===== src/rtl/spis_pkg.sv =====
package spis_pkg;
  typedef enum logic [1:0] {
    REG_CTRL = 2'd0,
    REG_STAT = 2'd1,
    REG_TXD  = 2'd2,
    REG_RXD  = 2'd3
  } reg_sel_e;

  // status bit positions (software decodes these)
  localparam int ST_REL   = 7;
  localparam int ST_MSB   = 6;
  localparam int ST_OVF   = 5;
  localparam int ST_TXIF  = 4;
  localparam int ST_TXRDY = 3;
  localparam int ST_RXIF  = 2;
  localparam int ST_RXRDY = 1;
  localparam int ST_BUSY  = 0;
endpackage


===== src/rtl/spis_sync_edge.sv =====
module spis_sync_edge #(
  parameter int W = 3,
  parameter int STAGES = 2,
  parameter logic [W-1:0] RST_VAL = '0
) (
  input  logic         clk,
  input  logic         rst,
  input  logic [W-1:0] din,
  output logic [W-1:0] lvl,
  output logic [W-1:0] rise,
  output logic [W-1:0] fall
);
  logic [STAGES-1:0][W-1:0] pipe;
  logic [W-1:0] prev;

  always_ff @(posedge clk) begin
    if (rst) begin
      pipe <= {STAGES{RST_VAL}};
      prev <= RST_VAL;
    end else begin
      pipe <= {pipe[STAGES-2:0], din};
      prev <= pipe[STAGES-1];
    end
  end

  always_comb begin
    lvl  = pipe[STAGES-1];
    rise = lvl & ~prev;
    fall = ~lvl & prev;
  end
endmodule


===== src/rtl/spis_tx_unit.sv =====
module spis_tx_unit #(
  parameter int DATA_W = 8,
  parameter int CNT_W = $clog2(DATA_W)
) (
  input  logic              clk,
  input  logic              rst,
  input  logic              flush,
  input  logic              shift_edge,
  input  logic [CNT_W-1:0]  len_code,
  input  logic              msb_first,
  input  logic [DATA_W-1:0] tx_word,
  input  logic              tx_ready,
  output logic              load_evt,
  output logic              done_evt,
  output logic              out_bit
);
  localparam logic [CNT_W-1:0] ONE = 1;

  logic [DATA_W-1:0] sr;
  logic [CNT_W-1:0]  cnt;
  logic              loaded;
  logic [CNT_W-1:0]  last_idx;
  logic [CNT_W-1:0]  pos;
  logic              last;

  always_comb begin
    last_idx = len_code - ONE;   // code 0 wraps to DATA_W-1
    pos      = msb_first ? (last_idx - cnt) : cnt;
    last     = (cnt == last_idx);
    out_bit  = sr[pos];
    load_evt = !flush && !loaded && tx_ready && (cnt == '0) && !shift_edge;
    done_evt = !flush && shift_edge && last && loaded;
  end

  always_ff @(posedge clk) begin
    if (rst || flush) begin
      sr     <= '0;
      cnt    <= '0;
      loaded <= 1'b0;
    end else if (load_evt) begin
      sr     <= tx_word;
      loaded <= 1'b1;
    end else if (shift_edge) begin
      if (last) begin
        cnt <= '0;
        if (loaded) begin
          loaded <= 1'b0;
          sr     <= '0;
        end
      end else begin
        cnt <= cnt + ONE;
      end
    end
  end
endmodule


===== src/rtl/spis_rx_unit.sv =====
module spis_rx_unit #(
  parameter int DATA_W = 8,
  parameter int CNT_W = $clog2(DATA_W)
) (
  input  logic              clk,
  input  logic              rst,
  input  logic              flush,
  input  logic              sample_edge,
  input  logic [CNT_W-1:0]  len_code,
  input  logic              msb_first,
  input  logic              in_bit,
  output logic              done_evt,
  output logic [DATA_W-1:0] word,
  output logic              busy
);
  localparam logic [CNT_W-1:0] ONE = 1;

  logic [DATA_W-1:0] sr;
  logic [CNT_W-1:0]  cnt;
  logic [CNT_W-1:0]  last_idx;
  logic [CNT_W-1:0]  pos;
  logic              last;
  logic [DATA_W-1:0] base;

  always_comb begin
    last_idx = len_code - ONE;
    pos      = msb_first ? (last_idx - cnt) : cnt;
    last     = (cnt == last_idx);
    base     = (cnt == '0) ? '0 : sr;
    word     = base;
    word[pos] = in_bit;
    done_evt = sample_edge && last && !flush;
    busy     = (cnt != '0);
  end

  always_ff @(posedge clk) begin
    if (rst || flush) begin
      sr  <= '0;
      cnt <= '0;
    end else if (sample_edge) begin
      sr  <= word;
      cnt <= last ? '0 : cnt + ONE;
    end
  end
endmodule


===== src/rtl/spi_slave_rs.sv =====
module spi_slave_rs #(
  parameter int DATA_W = 8,
  parameter int SYNC_STAGES = 2
) (
  input  logic              clk,
  input  logic              rst,
  input  logic [1:0]        reg_addr,
  input  logic              reg_wr,
  input  logic [DATA_W-1:0] reg_wdata,
  output logic [DATA_W-1:0] reg_rdata,
  input  logic              spi_sclk,
  input  logic              spi_ss_n,
  input  logic              spi_mosi,
  output logic              spi_miso,
  output logic              spi_miso_oe,
  output logic              irq
);
  import spis_pkg::*;

  localparam int CNT_W = $clog2(DATA_W);
  localparam int CT_W  = 2 * CNT_W + 1;
  localparam int CT_RESTART = 2 * CNT_W;

  // pin synchronizer: bit2 select, bit1 data-in, bit0 clock
  logic [2:0] pin_lvl, pin_rise, pin_fall;
  spis_sync_edge #(.W(3), .STAGES(SYNC_STAGES), .RST_VAL(3'b100)) u_sync (
    .clk(clk), .rst(rst),
    .din({spi_ss_n, spi_mosi, spi_sclk}),
    .lvl(pin_lvl), .rise(pin_rise), .fall(pin_fall)
  );

  logic ss_act, sclk_rise, sclk_fall, mosi_s, ss_release;
  always_comb begin
    ss_act     = ~pin_lvl[2];
    sclk_rise  = pin_rise[0] & ss_act;
    sclk_fall  = pin_fall[0] & ss_act;
    mosi_s     = pin_lvl[1];
    ss_release = pin_rise[2];
  end

  // registers
  logic [CT_W-1:0]   ctrl_q;
  logic [DATA_W-1:0] txd_q, rxd_q;
  logic rel_q, msb_q, ovf_q, txif_q, txrdy_q, rxif_q, rxrdy_q;

  logic restart_en, flush;
  logic [CNT_W-1:0] tx_len, rx_len;
  always_comb begin
    restart_en = ctrl_q[CT_RESTART];
    tx_len     = ctrl_q[CNT_W-1:0];
    rx_len     = ctrl_q[2*CNT_W-1:CNT_W];
    flush      = ss_release & restart_en;
  end

  logic tx_load, tx_done, tx_bit;
  spis_tx_unit #(.DATA_W(DATA_W), .CNT_W(CNT_W)) u_tx (
    .clk(clk), .rst(rst), .flush(flush), .shift_edge(sclk_fall),
    .len_code(tx_len), .msb_first(msb_q), .tx_word(txd_q),
    .tx_ready(txrdy_q), .load_evt(tx_load), .done_evt(tx_done),
    .out_bit(tx_bit)
  );

  logic rx_done, rx_busy;
  logic [DATA_W-1:0] rx_word;
  spis_rx_unit #(.DATA_W(DATA_W), .CNT_W(CNT_W)) u_rx (
    .clk(clk), .rst(rst), .flush(flush), .sample_edge(sclk_rise),
    .len_code(rx_len), .msb_first(msb_q), .in_bit(mosi_s),
    .done_evt(rx_done), .word(rx_word), .busy(rx_busy)
  );

  logic wr_ctrl, wr_stat, wr_txd, rxrdy_ack, rxrdy_eff;
  always_comb begin
    wr_ctrl   = reg_wr && (reg_addr == REG_CTRL);
    wr_stat   = reg_wr && (reg_addr == REG_STAT);
    wr_txd    = reg_wr && (reg_addr == REG_TXD);
    rxrdy_ack = wr_stat && reg_wdata[ST_RXRDY];
    rxrdy_eff = rxrdy_q && !rxrdy_ack;
  end

  always_ff @(posedge clk) begin
    if (rst) begin
      ctrl_q  <= '0;
      txd_q   <= '0;
      rxd_q   <= '0;
      rel_q   <= 1'b0;
      msb_q   <= 1'b1;
      ovf_q   <= 1'b0;
      txif_q  <= 1'b0;
      txrdy_q <= 1'b0;
      rxif_q  <= 1'b0;
      rxrdy_q <= 1'b0;
    end else begin
      // CPU side first, hardware events override
      if (wr_ctrl) ctrl_q <= reg_wdata[CT_W-1:0];
      if (wr_txd)  txd_q  <= reg_wdata;
      if (wr_stat) begin
        msb_q <= reg_wdata[ST_MSB];
        if (reg_wdata[ST_REL])   rel_q   <= 1'b0;
        if (reg_wdata[ST_TXIF])  txif_q  <= 1'b0;
        if (reg_wdata[ST_TXRDY]) txrdy_q <= 1'b1;
        if (reg_wdata[ST_RXIF])  rxif_q  <= 1'b0;
        if (rxrdy_ack) begin
          rxrdy_q <= 1'b0;
          ovf_q   <= 1'b0;
        end
      end
      if (tx_load) txif_q  <= 1'b1;
      if (tx_done) txrdy_q <= 1'b0;
      if (rx_done) begin
        if (rxrdy_eff) begin
          ovf_q <= 1'b1;
        end else begin
          rxd_q   <= rx_word;
          rxrdy_q <= 1'b1;
          rxif_q  <= 1'b1;
        end
      end
      if (flush) begin
        rel_q   <= 1'b1;
        txrdy_q <= 1'b0;
        rxrdy_q <= 1'b0;
        ovf_q   <= 1'b0;
      end
    end
  end

  // registered outputs
  logic [DATA_W-1:0] stat_v, rd_next;
  always_comb begin
    stat_v           = '0;
    stat_v[ST_REL]   = rel_q;
    stat_v[ST_MSB]   = msb_q;
    stat_v[ST_OVF]   = ovf_q;
    stat_v[ST_TXIF]  = txif_q;
    stat_v[ST_TXRDY] = txrdy_q;
    stat_v[ST_RXIF]  = rxif_q;
    stat_v[ST_RXRDY] = rxrdy_q;
    stat_v[ST_BUSY]  = rx_busy;
    rd_next = '0;
    case (reg_addr)
      REG_CTRL: rd_next[CT_W-1:0] = ctrl_q;
      REG_STAT: rd_next = stat_v;
      REG_TXD:  rd_next = txd_q;
      default:  rd_next = rxd_q;
    endcase
  end

  always_ff @(posedge clk) begin
    if (rst) begin
      reg_rdata   <= '0;
      spi_miso    <= 1'b0;
      spi_miso_oe <= 1'b0;
      irq         <= 1'b0;
    end else begin
      reg_rdata   <= rd_next;
      spi_miso    <= ss_act & tx_bit;
      spi_miso_oe <= ss_act;
      irq         <= txif_q | rxif_q;
    end
  end
endmodule


===== config.mk =====
export PLATFORM = sky130hd
export DESIGN_NAME = spi_slave_rs
export DESIGN_NICKNAME = d
export VERILOG_FILES = /design/src/rtl/spis_pkg.sv /design/src/rtl/spis_sync_edge.sv /design/src/rtl/spis_tx_unit.sv /design/src/rtl/spis_rx_unit.sv /design/src/rtl/spi_slave_rs.sv
export SDC_FILE = /design/constraint.sdc
export NUM_CORES = 1
export LEC_CHECK = 0
export ABC_AREA = 0
export BUFFER_PORTS_ARGS = -buffer_cell sky130_fd_sc_hd__buf_2
export CORE_AREA = 2 2 96 98
export CTS_CLUSTER_DIAMETER = 150
export DETAILED_ROUTE_END_ITERATION = 8
export DIE_AREA = 0 0 98 100
export GPL_ROUTABILITY_DRIVEN = 0
export GPL_TIMING_DRIVEN = 0
export PLACE_DENSITY = 0.56
export REMOVE_ABC_BUFFERS = 1
export SLEW_MARGIN = 20
export SYNTH_ARGS = -nofsm -noshare
export SYNTH_HDL_FRONTEND = slang
export SYNTH_SLANG_ARGS = --single-unit

===== constraint.sdc =====
create_clock -name clk -period 4.85 [get_ports clk]
set_clock_uncertainty 0.15 [all_clocks]
set_input_delay 0.485 -clock clk [delete_from_list [all_inputs] [get_ports clk]]
set_output_delay 0.485 -clock clk [all_outputs]
set_load 0.02 [all_outputs]

==> results by group <==
Cells and area
  – Ant. Diodes: 0
  – Final net count: ~390
  – Share of cells above drive strength 1: a little under a quarter
  – Post-layout util: about 43%
  – Synthesis-to-layout area growth: 11.4%

Clocking
  – H-tree Lvls: 3
  – CTS clk-pin slew, worst paths: approximately 80 ps
  – TritonCTS Sinks: 72
  – CTS Buf Count: 9
  – CTS tree: done
  – Post-CTS Setup Inserts: 0
  – Clock buffer depth: 2
  – Hold_buf cts: 0
  – Clk Latency, worst-skew pair: around 350 ps
  – Root Buffer: clkbuf_8
  – Post-CTS sizing: 0

Hold path
  – Hold Crit Class: in -> reg

Synth
  – Top post-synthesis cells by area: dfxtp_1 (42%), mux2i_1 (5.8%), mux4_2 (5.3%)
  – Syn avg cell area: approximately 10 sq um
  – Synth area leader: dfxtp_1
  – Seq cells post-synth: just over 70
  – Post-synth cell types: 47
  – Yosys warns: 0
  – Synth Cell Area: roughly 3400 sq um
  – Synth Instances: about 340
  – Top cell type's share of synthesized area: 42.1%
  – Seq/Total Area, Yosys: 42.1%

Power
  – Maximum VDD drop: 105 uV
  – P per Cell Area: ~300 nW/um^2
  – Lkg Pwr: roughly 1.5 nW

Die
  – Core Box Area: 8890 sq um
  – Die Ht: ~100 um
  – Initial Util: roughly two fifths
  – Io pins: 27
  – Die ar.: slightly below 10,000 sq um
  – # rows: 35
  – Die Wd: 98 um

STA
  – Actual slew at the worst max-slew pin: 850 ps
  – Final setup violation count: 0
  – TNS Setup: 0 ps
  – Fin crit share: 60.0%
  – Worst rel slew slack: between 40% and 50%
  – Max Freq: 0.344 GHz
  – Final hold viol count: 0
  – RSZ-0062 raised after global routing: no
  – Max Transition Viols Final: 0
  – Min Clock Period, post-route: ~2900 ps

Route
  – Starting DRT DRC Count: 58
  – Total vias in the final route: between 2,000 and 2,500
  – Via density: 5.02
  – Wire per inst: between 15 and 20 um
  – Post-DRT Antenna Nets: 0
  – Residual DRC: 0
  – TritonRoute pass-1 iters: 4
  – Final wirelength: 7.25 mm

GRT
  – Vias in the first global route: about 2,400
  – First-pass GRT wire length: 12.1 mm
  – M3 GR Usage: under 10%
  – Pin count of the biggest net entering global routing: 46
  – Met2 usage: about a quarter
  – Antenna violations before repair: 0
  – GRT Max-Usage Layer: met2
  – M1 GR Usage: 20.0%
  – All-Layer GR Usage: between 10% and 20%
  – Grt ovf: 0

Flow run
  – Max-Cap Viols: 0

Worst setup path
  – Worst setup EP type: flop
  – Crit path max-delay cell type: fa_1
  – Worst Path Buf+Inv: 1
  – Delay-heaviest family, CP: multiplexers
  – Startpoint Class: flop
  – Crit path cell chain: inv_1 -> ha_1 -> fa_1 -> nand2b_1 -> mux2i_2 -> mux2i_1 -> mux2_4 -> a211oi_2
  – Crit path kind: reg -> reg
  – Crit path max fanout: 4
  – CP required: around 5000 ps
  – Slowest stage delay, CP: between 400 and 500 ps
  – Arrival @ worst endpoint: about 3000 ps

Placed design
  – Hpwl dp: about 5.2 mm
  – PortBufs: 26

Status
  – Status: completed
==> area by class of cell <==
type / count / area [sq um]
Fill cell: 879 / 5070
Multi-Input combinational cell: 242 / 1880
Sequential cell: 72 / 1440
Tap cell: 111 / 139
Timing Repair Buffer: 27 / 138
Clock buffer: 10 / 128
Inverter: 13 / 48.8
Clock inverter: 6 / 42.5
==> layout by cell type (no fill, tap or decap), drive strengths merged, types with 14 or more instances in the layout <==
cell	synthesis	routed
dfxtp	72	72
nor2	42	42
nand2	34	34
a21oi	27	27
buf	4	27
mux2i	21	21
mux2	19	19
inv	13	15
nor2b	14	14
==> synthesized netlist by cell type (all sizes together) <==
cell     count
xor2         4
o22ai        1
or3b         4
nand3        1
nor2        42
a31o         1
and3         1
a21oi       27
or4          1
fa           2
nand3b       6
a21o         1
dfxtp       72
and3b        1
buf          4
a22o         8
mux4         9
a21boi       4
xnor2        4
mux2        19
nand2b       5
nand2       34
a2111oi      1
or2          3
o21ai        2
a211o        1
a211oi       8
nor2b       14
inv         13
clkbuf      11
or3          2
nor3b        4
mux2i       21
ha          10
nor3         1
==> per-layer routing <==
layer | wire (um) | up-vias | part of all wire (%)
met5 | 0 | - | 0
met4 | 104 | 0 | 1.4
met3 | 222 | 10 | 3.1
met2 | 3400 | 33 | 47
met1 | 3520 | 1145 | 49
li1 | - | 1226 | -
==> where the power goes <==
part	leakage (nW)	switching, mW	internal, mW
Sequential	0.583	0.00876	0.601
Clock	0.0831	0.242	0.188
Combinational	0.829	0.0552	0.0441
==> flip-flops by register name (all words and copies together), names as in the netlist, 2 cells and up <==
register,flops
rxd_q,8
u_tx.sr,8
txd_q,8
u_tx.cnt,3
u_rx.cnt,3
u_sync.pipe,3
ctrl_q,7
reg_rdata,8
u_sync.lvl,3
u_sync.prev,2
u_rx.sr,8
==> kinds of logic after synthesis <==
family                   Yosys count  share of synthesized area [%]
XOR/XNOR                           8                           2.27
buffers and inverters             28                           3.18
multiplexers                      49                           19.0
flip-flops                        72                           42.1
AO/OA/AOI/OAI                     54                           11.6
AND/OR/NAND/NOR                  119                           17.1
adder cells (fa/ha/maj)           12                           4.82
==> through the flow <==
stage                     hold WS (ps)  area (sq um)  setup WS, ps  cells  power, mW
after global routing               151          3810          1770    481       1.18
after floorplan                    239          3360          2240    327      0.688
final                              169          3810          1940    481       1.14
after CTS                          149          3810          1940    481       1.15
after detailed placement           245          3640          1950    465      0.724
after global placement             244          3630          1980    464      0.722
==> worst paths after layout <==
kind	slack, ps	start	depth (start not counted)	end
hold reg to reg	260	u_sync.pipe[2]	1	u_sync.lvl[2]
setup / recovery	1940	ctrl_q[3]	8	rxd_q[6]
setup reg to reg	1940	ctrl_q[3]	8	rxd_q[6]
hold / removal	170	spi_ss_n	2	u_sync.pipe[2]
(Power assumes the default switching activity.)
